### config.mk
export PLATFORM = sky130hd
export DESIGN_NAME = dmac_ctl_arbiter
export DESIGN_NICKNAME = d
export VERILOG_FILES = /design/src/rtl/dmac_pkg.sv /design/src/rtl/dmac_cmd_decode.sv /design/src/rtl/dmac_state_regs.sv /design/src/rtl/dmac_grant_pick.sv /design/src/rtl/dmac_ctl_arbiter.sv
export SDC_FILE = /design/constraint.sdc
export NUM_CORES = 1
export LEC_CHECK = 0
export CORE_MARGIN = 2
export CORE_UTILIZATION = 48
export CTS_BUF_LIST = sky130_fd_sc_hd__clkbuf_8
export CTS_CLUSTER_SIZE = 20
export DETAILED_ROUTE_END_ITERATION = 12
export HOLD_SLACK_MARGIN = 0.05
export PLACE_DENSITY = 0.82
export SYNTH_ARGS = -nofsm -noshare
export SYNTH_HDL_FRONTEND = slang
export SYNTH_SLANG_ARGS = --single-unit
### constraint.sdc
create_clock -name clk -period 1.8 [get_ports clk]
set_input_delay 0.27 -clock clk [delete_from_list [all_inputs] [get_ports clk]]
set_output_delay 0.27 -clock clk [all_outputs]
set_load 0.05 [all_outputs]
### src/rtl/dmac_pkg.sv
package dmac_pkg;
  localparam int unsigned OFS_W = 4;

  localparam logic [OFS_W-1:0] OFS_CMD     = 4'h1;
  localparam logic [OFS_W-1:0] OFS_REQ     = 4'h2;
  localparam logic [OFS_W-1:0] OFS_SMASK   = 4'h3;
  localparam logic [OFS_W-1:0] OFS_MODE    = 4'h4;
  localparam logic [OFS_W-1:0] OFS_FFCLR   = 4'h5;
  localparam logic [OFS_W-1:0] OFS_MRESET  = 4'h6;
  localparam logic [OFS_W-1:0] OFS_CLRMASK = 4'h7;
  localparam logic [OFS_W-1:0] OFS_WRMASK  = 4'h8;
  localparam logic [OFS_W-1:0] OFS_STATUS  = 4'h8;
  localparam logic [OFS_W-1:0] OFS_MASKRD  = 4'hF;

  localparam int unsigned SET_BIT     = 2;
  localparam int unsigned DISABLE_BIT = 2;
  localparam int unsigned DIR_BIT     = 5;

  typedef struct packed {
    logic cmd_wr;
    logic req_wr;
    logic smask_wr;
    logic mode_wr;
    logic ffclr_wr;
    logic mreset_wr;
    logic clrmask_wr;
    logic wrmask_wr;
    logic stat_rd;
  } dmac_op_t;
endpackage

### src/rtl/dmac_cmd_decode.sv
module dmac_cmd_decode
  import dmac_pkg::*;
(
  input  logic             wr_en,
  input  logic             rd_en,
  input  logic [OFS_W-1:0] addr,
  output dmac_op_t         op
);
  always_comb begin
    op = '0;
    if (wr_en) begin
      unique case (addr)
        OFS_CMD:     op.cmd_wr     = 1'b1;
        OFS_REQ:     op.req_wr     = 1'b1;
        OFS_SMASK:   op.smask_wr   = 1'b1;
        OFS_MODE:    op.mode_wr    = 1'b1;
        OFS_FFCLR:   op.ffclr_wr   = 1'b1;
        OFS_MRESET:  op.mreset_wr  = 1'b1;
        OFS_CLRMASK: op.clrmask_wr = 1'b1;
        OFS_WRMASK:  op.wrmask_wr  = 1'b1;
        default:     ;
      endcase
    end
    if (rd_en && (addr == OFS_STATUS)) begin
      op.stat_rd = 1'b1;
    end
  end
endmodule

### src/rtl/dmac_state_regs.sv
module dmac_state_regs
  import dmac_pkg::*;
#(
  parameter int unsigned NUM_CH = 4,
  parameter int unsigned DW     = 8
) (
  input  logic                         clk,
  input  logic                         rst_n,
  input  dmac_op_t                     op,
  input  logic [DW-1:0]                wdata,
  input  logic [NUM_CH-1:0]            tc_done,
  input  logic [NUM_CH-1:0]            dreq_hold,
  input  logic [NUM_CH-1:0]            dreq_release,
  output logic [NUM_CH-1:0]            mask_q,
  output logic [2*NUM_CH-1:0]          status_q,
  output logic [DW-1:0]                cmd_q,
  output logic [NUM_CH-1:0][DW-1:0]    mode_q,
  output logic                         ff_clear_q
);
  localparam int unsigned CH_W = (NUM_CH > 1) ? $clog2(NUM_CH) : 1;
  localparam logic [DW-1:0] CMD_ALLOWED = DW'(1) << DISABLE_BIT;

  logic [NUM_CH-1:0]         mask_d;
  logic [2*NUM_CH-1:0]       status_d;
  logic [DW-1:0]             cmd_d;
  logic [NUM_CH-1:0][DW-1:0] mode_d;
  logic                      ff_clear_d;
  logic                      upd_en;
  logic [CH_W-1:0]           ch;
  logic                      cmd_ok;

  always_comb begin
    ch         = wdata[CH_W-1:0];
    cmd_ok     = (wdata == '0) || ((wdata & ~CMD_ALLOWED) == '0);
    mask_d     = mask_q;
    status_d   = status_q;
    cmd_d      = cmd_q;
    mode_d     = mode_q;
    ff_clear_d = 1'b0;

    if (op.stat_rd) begin
      status_d[NUM_CH-1:0] = '0;
    end
    if (op.cmd_wr && cmd_ok) begin
      cmd_d = wdata;
    end
    if (op.req_wr) begin
      status_d[NUM_CH + 32'(ch)] = wdata[SET_BIT];
      status_d[ch]               = 1'b0;
    end
    if (op.smask_wr) begin
      mask_d[ch] = wdata[SET_BIT];
    end
    if (op.mode_wr) begin
      mode_d[ch] = wdata;
    end
    if (op.ffclr_wr) begin
      ff_clear_d = 1'b1;
    end
    if (op.mreset_wr) begin
      ff_clear_d = 1'b1;
      mask_d     = '1;
      status_d   = '0;
      cmd_d      = '0;
    end
    if (op.clrmask_wr) begin
      mask_d = '0;
    end
    if (op.wrmask_wr) begin
      mask_d = wdata[NUM_CH-1:0];
    end

    status_d[NUM_CH-1:0] = status_d[NUM_CH-1:0] | tc_done;
    for (int c = 0; c < NUM_CH; c++) begin
      if (dreq_release[c]) status_d[NUM_CH+c] = 1'b0;
      if (dreq_hold[c])    status_d[NUM_CH+c] = 1'b1;
    end

    upd_en = (|op) || (|tc_done) || (|dreq_hold) || (|dreq_release) || ff_clear_q;
  end

  always_ff @(posedge clk or negedge rst_n) begin
    if (!rst_n) begin
      mask_q     <= '1;
      status_q   <= '0;
      cmd_q      <= '0;
      mode_q     <= '0;
      ff_clear_q <= 1'b0;
    end else if (upd_en) begin
      mask_q     <= mask_d;
      status_q   <= status_d;
      cmd_q      <= cmd_d;
      mode_q     <= mode_d;
      ff_clear_q <= ff_clear_d;
    end
  end
endmodule

### src/rtl/dmac_grant_pick.sv
module dmac_grant_pick #(
  parameter int unsigned NUM_CH = 4
) (
  input  logic              clk,
  input  logic              rst_n,
  input  logic              ctl_disable,
  input  logic [NUM_CH-1:0] mask,
  input  logic [NUM_CH-1:0] req,
  output logic [NUM_CH-1:0] grant_q
);
  logic [NUM_CH-1:0] elig;
  logic [NUM_CH-1:0] pick;

  always_comb begin
    elig = req & ~mask & {NUM_CH{~ctl_disable}};
    pick = '0;
    for (int i = NUM_CH - 1; i >= 0; i--) begin
      if (elig[i]) begin
        pick    = '0;
        pick[i] = 1'b1;
      end
    end
  end

  always_ff @(posedge clk or negedge rst_n) begin
    if (!rst_n) begin
      grant_q <= '0;
    end else begin
      grant_q <= pick;
    end
  end
endmodule

### src/rtl/dmac_ctl_arbiter.sv
module dmac_ctl_arbiter
  import dmac_pkg::*;
#(
  parameter int unsigned NUM_CH = 4,
  parameter int unsigned DW     = 8
) (
  input  logic                 clk,
  input  logic                 rst_n,
  input  logic                 wr_en,
  input  logic                 rd_en,
  input  logic [3:0]           addr,
  input  logic [DW-1:0]        wdata,
  output logic [DW-1:0]        rdata,
  input  logic [NUM_CH-1:0]    tc_done,
  input  logic [NUM_CH-1:0]    dreq_hold,
  input  logic [NUM_CH-1:0]    dreq_release,
  output logic [NUM_CH*DW-1:0] mode_out,
  output logic [NUM_CH-1:0]    dir_down,
  output logic                 ff_clear,
  output logic [NUM_CH-1:0]    grant
);
  localparam int unsigned SYNC_STAGES = 2;

  logic [SYNC_STAGES-1:0]    rst_pipe;
  logic                      rst_sync_n;
  dmac_op_t                  op;
  logic [NUM_CH-1:0]         mask_w;
  logic [2*NUM_CH-1:0]       status_w;
  logic [DW-1:0]             cmd_w;
  logic [NUM_CH-1:0][DW-1:0] mode_w;

  always_ff @(posedge clk or negedge rst_n) begin
    if (!rst_n) begin
      rst_pipe <= '0;
    end else begin
      rst_pipe <= {rst_pipe[SYNC_STAGES-2:0], 1'b1};
    end
  end
  assign rst_sync_n = rst_pipe[SYNC_STAGES-1];

  dmac_cmd_decode u_decode (
    .wr_en (wr_en),
    .rd_en (rd_en),
    .addr  (addr),
    .op    (op)
  );

  dmac_state_regs #(.NUM_CH(NUM_CH), .DW(DW)) u_regs (
    .clk          (clk),
    .rst_n        (rst_sync_n),
    .op           (op),
    .wdata        (wdata),
    .tc_done      (tc_done),
    .dreq_hold    (dreq_hold),
    .dreq_release (dreq_release),
    .mask_q       (mask_w),
    .status_q     (status_w),
    .cmd_q        (cmd_w),
    .mode_q       (mode_w),
    .ff_clear_q   (ff_clear)
  );

  dmac_grant_pick #(.NUM_CH(NUM_CH)) u_pick (
    .clk         (clk),
    .rst_n       (rst_sync_n),
    .ctl_disable (cmd_w[DISABLE_BIT]),
    .mask        (mask_w),
    .req         (status_w[2*NUM_CH-1:NUM_CH]),
    .grant_q     (grant)
  );

  always_comb begin
    rdata = '0;
    if (rd_en) begin
      if (addr == OFS_STATUS) begin
        rdata = DW'(status_w);
      end else if (addr == OFS_MASKRD) begin
        rdata = DW'(mask_w);
      end
    end
  end

  assign mode_out = mode_w;

  for (genvar g = 0; g < NUM_CH; g++) begin : g_dir
    assign dir_down[g] = mode_w[g][DIR_BIT];
  end
endmodule

=== After elaboration in Yosys (flattened, before gate mapping) ===
Cells that the tools add are included.

* $add $sub $neg: 1
* Magnitude comparators: 5
* Equal/unequal tests: 9
* Muxes and demuxes: 47
* Bitwise operators: 7
* Reduce and logical (&&, ||, !) cells: 29

{| class="wikitable"
|+ Operators with widths
! kind !! count
|-
| 8-bit 2-to-1 mux || 6
|-
| 4-bit 2-to-1 mux || 10
|-
| 32-bit bitwise mux || 1
|-
| 32-bit by 1-bit greater-or-equal comparator with 1-bit output, second input constant || 1
|-
| 32-bit by 4-bit less-than comparator with 1-bit output, second input constant || 1
|-
| 1-bit 2-to-1 mux || 22
|-
| 4-bit nonzero test || 5
|-
| 8-bit demux with 2-bit select || 1
|-
| 4-bit by 3-bit == test with 1-bit output, second input constant || 4
|-
| 8-bit zero test || 2
|-
| 2-bit AND reduction || 7
|-
| 4-bit OR reduction || 3
|-
| 9-bit OR reduction || 1
|-
| 4-bit AND || 2
|-
| 8-bit AND || 1
|-
| 8-bit bitwise mux || 1
|-
| 4-bit by 2-bit == test with 1-bit output, second input constant || 2
|-
| 4-bit == test, second input constant || 2
|-
| 4-bit NOT with 8-bit output || 1
|-
| 3-bit 2-to-1 mux || 2
|-
| 1-bit logical AND || 5
|-
| 1-bit logical OR || 5
|-
| 3-bit by 2-bit adder with 4-bit output, first input constant || 1
|-
| 4-bit bitwise mux || 1
|-
| 10 further kinds || 11
|}

* Bits in registers: 54
* Input port bits: 28
* Output and inout bits: 49
* Word-level logic and storage cells: 112

=== Depth between registers and ports, before layout ===
Gate-level depths: netlist of the first run.

* Word-level depth: 11
* Mapped depth: 6
* Gate-level depth less buffers: 4

=== Hierarchy ===
Synthesis of the first run repeated with hierarchy kept, for this count alone.

* Cells, all modules: 208
* Area, all modules: 2,663.8 um^2

{| class="wikitable"
|+ Modules (own cells, without submodules)
! module !! times used !! cells each !! area an instance (um^2) !! sequential area each (um^2)
|-
| dmac_state_regs || 1 || 154 || 2,175.8 || 1,331.3
|-
| dmac_ctl_arbiter || 1 || 27 || 220.2 || 50.0
|-
| dmac_grant_pick || 1 || 12 || 175.2 || 100.1
|-
| dmac_cmd_decode || 1 || 15 || 92.6 || 0.0
|}

=== Worst setup path before layout of the first run ===
Ideal clock, no wire load.

* Path kind: in2out
* Start point: input port addr[1]
* End point: output port rdata[0]
* Data arrival time: 1.592 ns
* Data required time: 1.530 ns
* Path slack: -0.062 ns
* Stages on the path: 5
* Path buffers: 2
* Path through: buf_6 or4b_1 buf_6 nor2_8 a22o_1

* Word-level cells in the longest chain between the ends: 4
* Elaborated cells on any way between the ends: 5
* Classes of those cells: 2 x eq/ne; 3 x mux

{| class="wikitable"
|+ RTL lines
! item !! RTL line !! RTL
|-
| start: declaration || dmac_ctl_arbiter.sv:11 || <nowiki>input logic [3:0] addr,</nowiki>
|-
| 4-bit == test || dmac_ctl_arbiter.sv:77 || <nowiki>end else if (addr == OFS_MASKRD) begin</nowiki>
|-
| 4-bit 2-to-1 mux || dmac_ctl_arbiter.sv:77 ||
|-
| 8-bit 2-to-1 mux * || dmac_ctl_arbiter.sv:75 || <nowiki>if (addr == OFS_STATUS) begin</nowiki>
|-
| 8-bit 2-to-1 mux * || dmac_ctl_arbiter.sv:74 || <nowiki>if (rd_en) begin</nowiki>
|-
| end: declaration || dmac_ctl_arbiter.sv:13 || <nowiki>output logic [DW-1:0] rdata,</nowiki>
|}

Mark *: on every way between the ends. The rest lies on a longest branch, timed or not.

=== Worst setup path after layout of the first run ===
* Start point: register u_regs.mode_q[23] in the netlist's numbering
* End point: output port mode_out[23]

{| class="wikitable"
|+ RTL lines
! item !! RTL line !! RTL
|-
| start: declaration || dmac_state_regs.sv:17 || <nowiki>output logic [NUM_CH-1:0][DW-1:0] mode_q,</nowiki>
|-
| start signal: assignment || dmac_state_regs.sv:93 || <nowiki>mode_q <= mode_d;</nowiki>
|-
| end: declaration || dmac_ctl_arbiter.sv:17 || <nowiki>output logic [NUM_CH*DW-1:0] mode_out,</nowiki>
|}

No word-level cell between the ends.

==> results of run 1 <==
[flip-flops by register name (all words and copies together), names as in the netlist]
register / flops
u_regs.status_q: 8
u_regs.mode_q: 32
u_regs.mask_q: 4
u_regs.ff_clear_q: 1
u_regs.cmd_q: 1
u_pick.grant_q: 4
rst_pipe: 2
[per-layer routing]
metal	wire length [um]	global-route usage	vias up
li1	-	-	946
met1	2780	0.344	1023
met2	3430	0.390	69
met3	337	0.0482	12
met4	123	0.0643	0
met5	0	0	-
[cell families after synthesis]
| kind of cell | count (synthesis) | synth area share |
|---|---|---|
| AND/OR/NAND/NOR | 65 | 0.178 |
| multiplexers | 28 | 0.128 |
| buffers and inverters | 21 | 0.0484 |
| XOR/XNOR | 1 | 0.00361 |
| flip-flops | 52 | 0.538 |
| AO/OA/AOI/OAI | 34 | 0.103 |
| other | 1 | 0.00154 |
[power breakdown]
| group | leakage [nW] | switching (mW) | internal, mW |
|---|---|---|---|
| clock | 0.0687 | 0.392 | 0.560 |
| sequential | 0.649 | 0.109 | 1.33 |
| combinational | 1.18 | 0.684 | 0.428 |
[metrics by stage]
step           cells  hold slack, ps  TNS (ps)  utilization  worst slack [ps]
2_1_floorplan    202           -25.6         0            -              73.2
3_3_place_gp     370             180     -7700        0.742              -304
3_5_place_dp     370             182     -8800        0.742              -327
4_1_cts          379             115         0        0.779             0.390
5_1_grt          380             119     -26.6        0.788             -18.4
6_report         380             116         0        0.788              15.0
[worst paths after layout]
check                                              startpoint                              to  slack (ps)
worst max-delay path            u_regs.mode_q[23]$_DFFE_PN0P_                    mode_out[23]          10
min in group clk                        rst_pipe[0]$_DFF_PN0_           rst_pipe[1]$_DFF_PN0_         360
worst max register to register   u_regs.mask_q[2]$_DFFE_PN1P_     u_pick.grant_q[3]$_DFF_PN0_         490
max in group asynchronous               rst_pipe[1]$_DFF_PN0_    u_regs.mask_q[3]$_DFFE_PN1P_        1000
worst min register to register          rst_pipe[1]$_DFF_PN0_  u_regs.status_q[7]$_DFFE_PN0P_         180
worst min-delay path                                    rst_n           rst_pipe[1]$_DFF_PN0_         120
[what timing repair did]
action                                  4_1_cts  5_1_grt
gates cloned                                  0        0
hold buffers                                  0        0
gates resized for setup                      12       15
pin swaps                                     6        3
endpoints found under the setup margin        9       20
setup buffers                                 1        1
[cells in the final DEF (no fill, tap or decap), types with 6 or more instances in the layout]
master           instances
buf_4                   48
inv_1                    6
a31oi_1                  8
dfrtp_1                 47
mux2_2                  25
clkdlybuf4s50_1         47
buf_12                   8
nor2_1                   8
nor2b_1                 11
dlymetal6s2s_1          11
[cell type report]
| type | instances | area, um^2 |
|---|---|---|
| sequential | 52 | 1310 |
| timing repair buffer | 118 | 1160 |
| multi-input combinational | 129 | 1060 |
| fill | 308 | 1010 |
| tap | 67 | 83.8 |
| clock buffer | 5 | 68.8 |
| clock inverter | 3 | 68.8 |
| inverter | 6 | 22.5 |
==> qor.txt, run 1 <==
Cell taking the most area after synthesis: dfrtp_1
Min Tclk post-route: 1790 ps
Fin. Hold Viols: 0
Slowest-stage cell, CP: clkdlybuf4s50_1
Worst vdd ir: 0.691 mV
Clock transition at path regs: 100 ps
Final setup fails: 0
Initial antenna violation count: 0
Overall Power: 3.50 mW
Diode count: 0
Netlist cell types: 47
Critical path data required time: 1530 ps
Fmax: 560 MHz
CTS Root Cell: clkbuf_8
Area growth, synth to finish: 55.4%
Total core area: 0.00479 mm^2
Top delay family on crit path: buffers and inverters
DP Area: 0.00355 mm^2
Number of H-tree levels: 2
CP arrival: 1520 ps
Most common library cells after synthesis: dfrtp_1 (48), mux2_2 (25), nor2b_1 (11), nor2_1 (9), a31oi_1 (8)
First-pass GRT wire length: 10,200 um
Clock Skews: 5.87 ps
TritonCTS Buffers: 5
Vias in the first global route: 2,017
Detailed router's first-iteration violation count: 48
Largest net degree at the start of global routing: 21
Routability cong.: 0.849
Number of iterations in the first detailed-routing pass: 4
Worst Hold Class: in -> async
Clock Path Buffers: 2
Area contributors post-synth: dfrtp_1 (49%), mux2_2 (12%), dfstp_2 (4.3%)
Starting Density: 0.507
Cell Rows: 25
Yosys reg bits: 52
Warnings, synthesis: 0
Dominant synthesized flop cell: dfrtp_1
Kind of critical path: reg -> out
Gr ovfl total: 0
Worst reg-to-reg path cell count: 3
Syn nets: 230
PwrDens: 928 mW/mm^2
Status: complete, no violations
Die width: 75.1 um
CTS tree: done
Slew Viols, Final: 0
I/O Pins: 77
Least-Margin Pin Slew: 520 ps
Die area: 0.00564 mm^2
Most common cell in the netlist: dfrtp_1
P_leak: 1.90 nW
Global Route Usage Sum: 0.244
Vias per cell: 5.39
Tcrit/Tclk final: 0.992
Net count reported at finish: 340
Hpwl dp: 4650 um
Proportion of layout cells with a drive suffix above 1: 0.371
WL per Instance: 17.6 um
Post-route ant nets: 0
Post-synthesis sequential area ratio: 0.538
Via Count: 2,050
Final Instance Area: 0.00377 mm^2
Slowest stage delay, CP: 820 ps
Critical path launch point type: register
Avg Synthesized Cell Area: 12.0 um^2
Setup crit end kind: output port
Synth top area share: 0.495
Post-Route WL: 6670 um
IO Port Bufs: 76
Async SR Flop Fraction: 1.00
Max-Cap Viols: 0
Stages on the worst setup path: 1
Worst slew margin: 0.653
Mapped Area: 0.00243 mm^2
Clock Latency Late Sink: 300 ps
DRC: 0
Post-synth EDFFs: 0
Die H: 75.1 um
CP Max Fanout: 2
Worst path cell trace: clkdlybuf4s50_1
Syn Inst Count: 202
Clk sinks: 52
Worst path bufs/invs: 1
Power figures use the tool's default switching activity.
==> inputs of run 2 (changes only) <==
--- a/config.mk
+++ b/config.mk
@@ -8,7 +8,7 @@
 export CORE_MARGIN = 2
 export CORE_UTILIZATION = 48
 export CTS_BUF_LIST = sky130_fd_sc_hd__clkbuf_8
-export CTS_CLUSTER_SIZE = 20
+export CTS_CLUSTER_SIZE = 10
 export DETAILED_ROUTE_END_ITERATION = 12
 export HOLD_SLACK_MARGIN = 0.05
 export PLACE_DENSITY = 0.82
==> results of run 2 <==
No change in the layout: final DEF, timing and power equal those of run 1.
==> inputs of run 3 (changes only) <==
--- a/config.mk
+++ b/config.mk
@@ -10,6 +10,7 @@
 export CTS_BUF_LIST = sky130_fd_sc_hd__clkbuf_8
 export CTS_CLUSTER_SIZE = 10
 export DETAILED_ROUTE_END_ITERATION = 12
+export GPL_TIMING_DRIVEN = 1
 export HOLD_SLACK_MARGIN = 0.05
 export PLACE_DENSITY = 0.82
 export SYNTH_ARGS = -nofsm -noshare
==> results of run 3 <==
No change in the layout: final DEF, timing and power equal those of run 1.
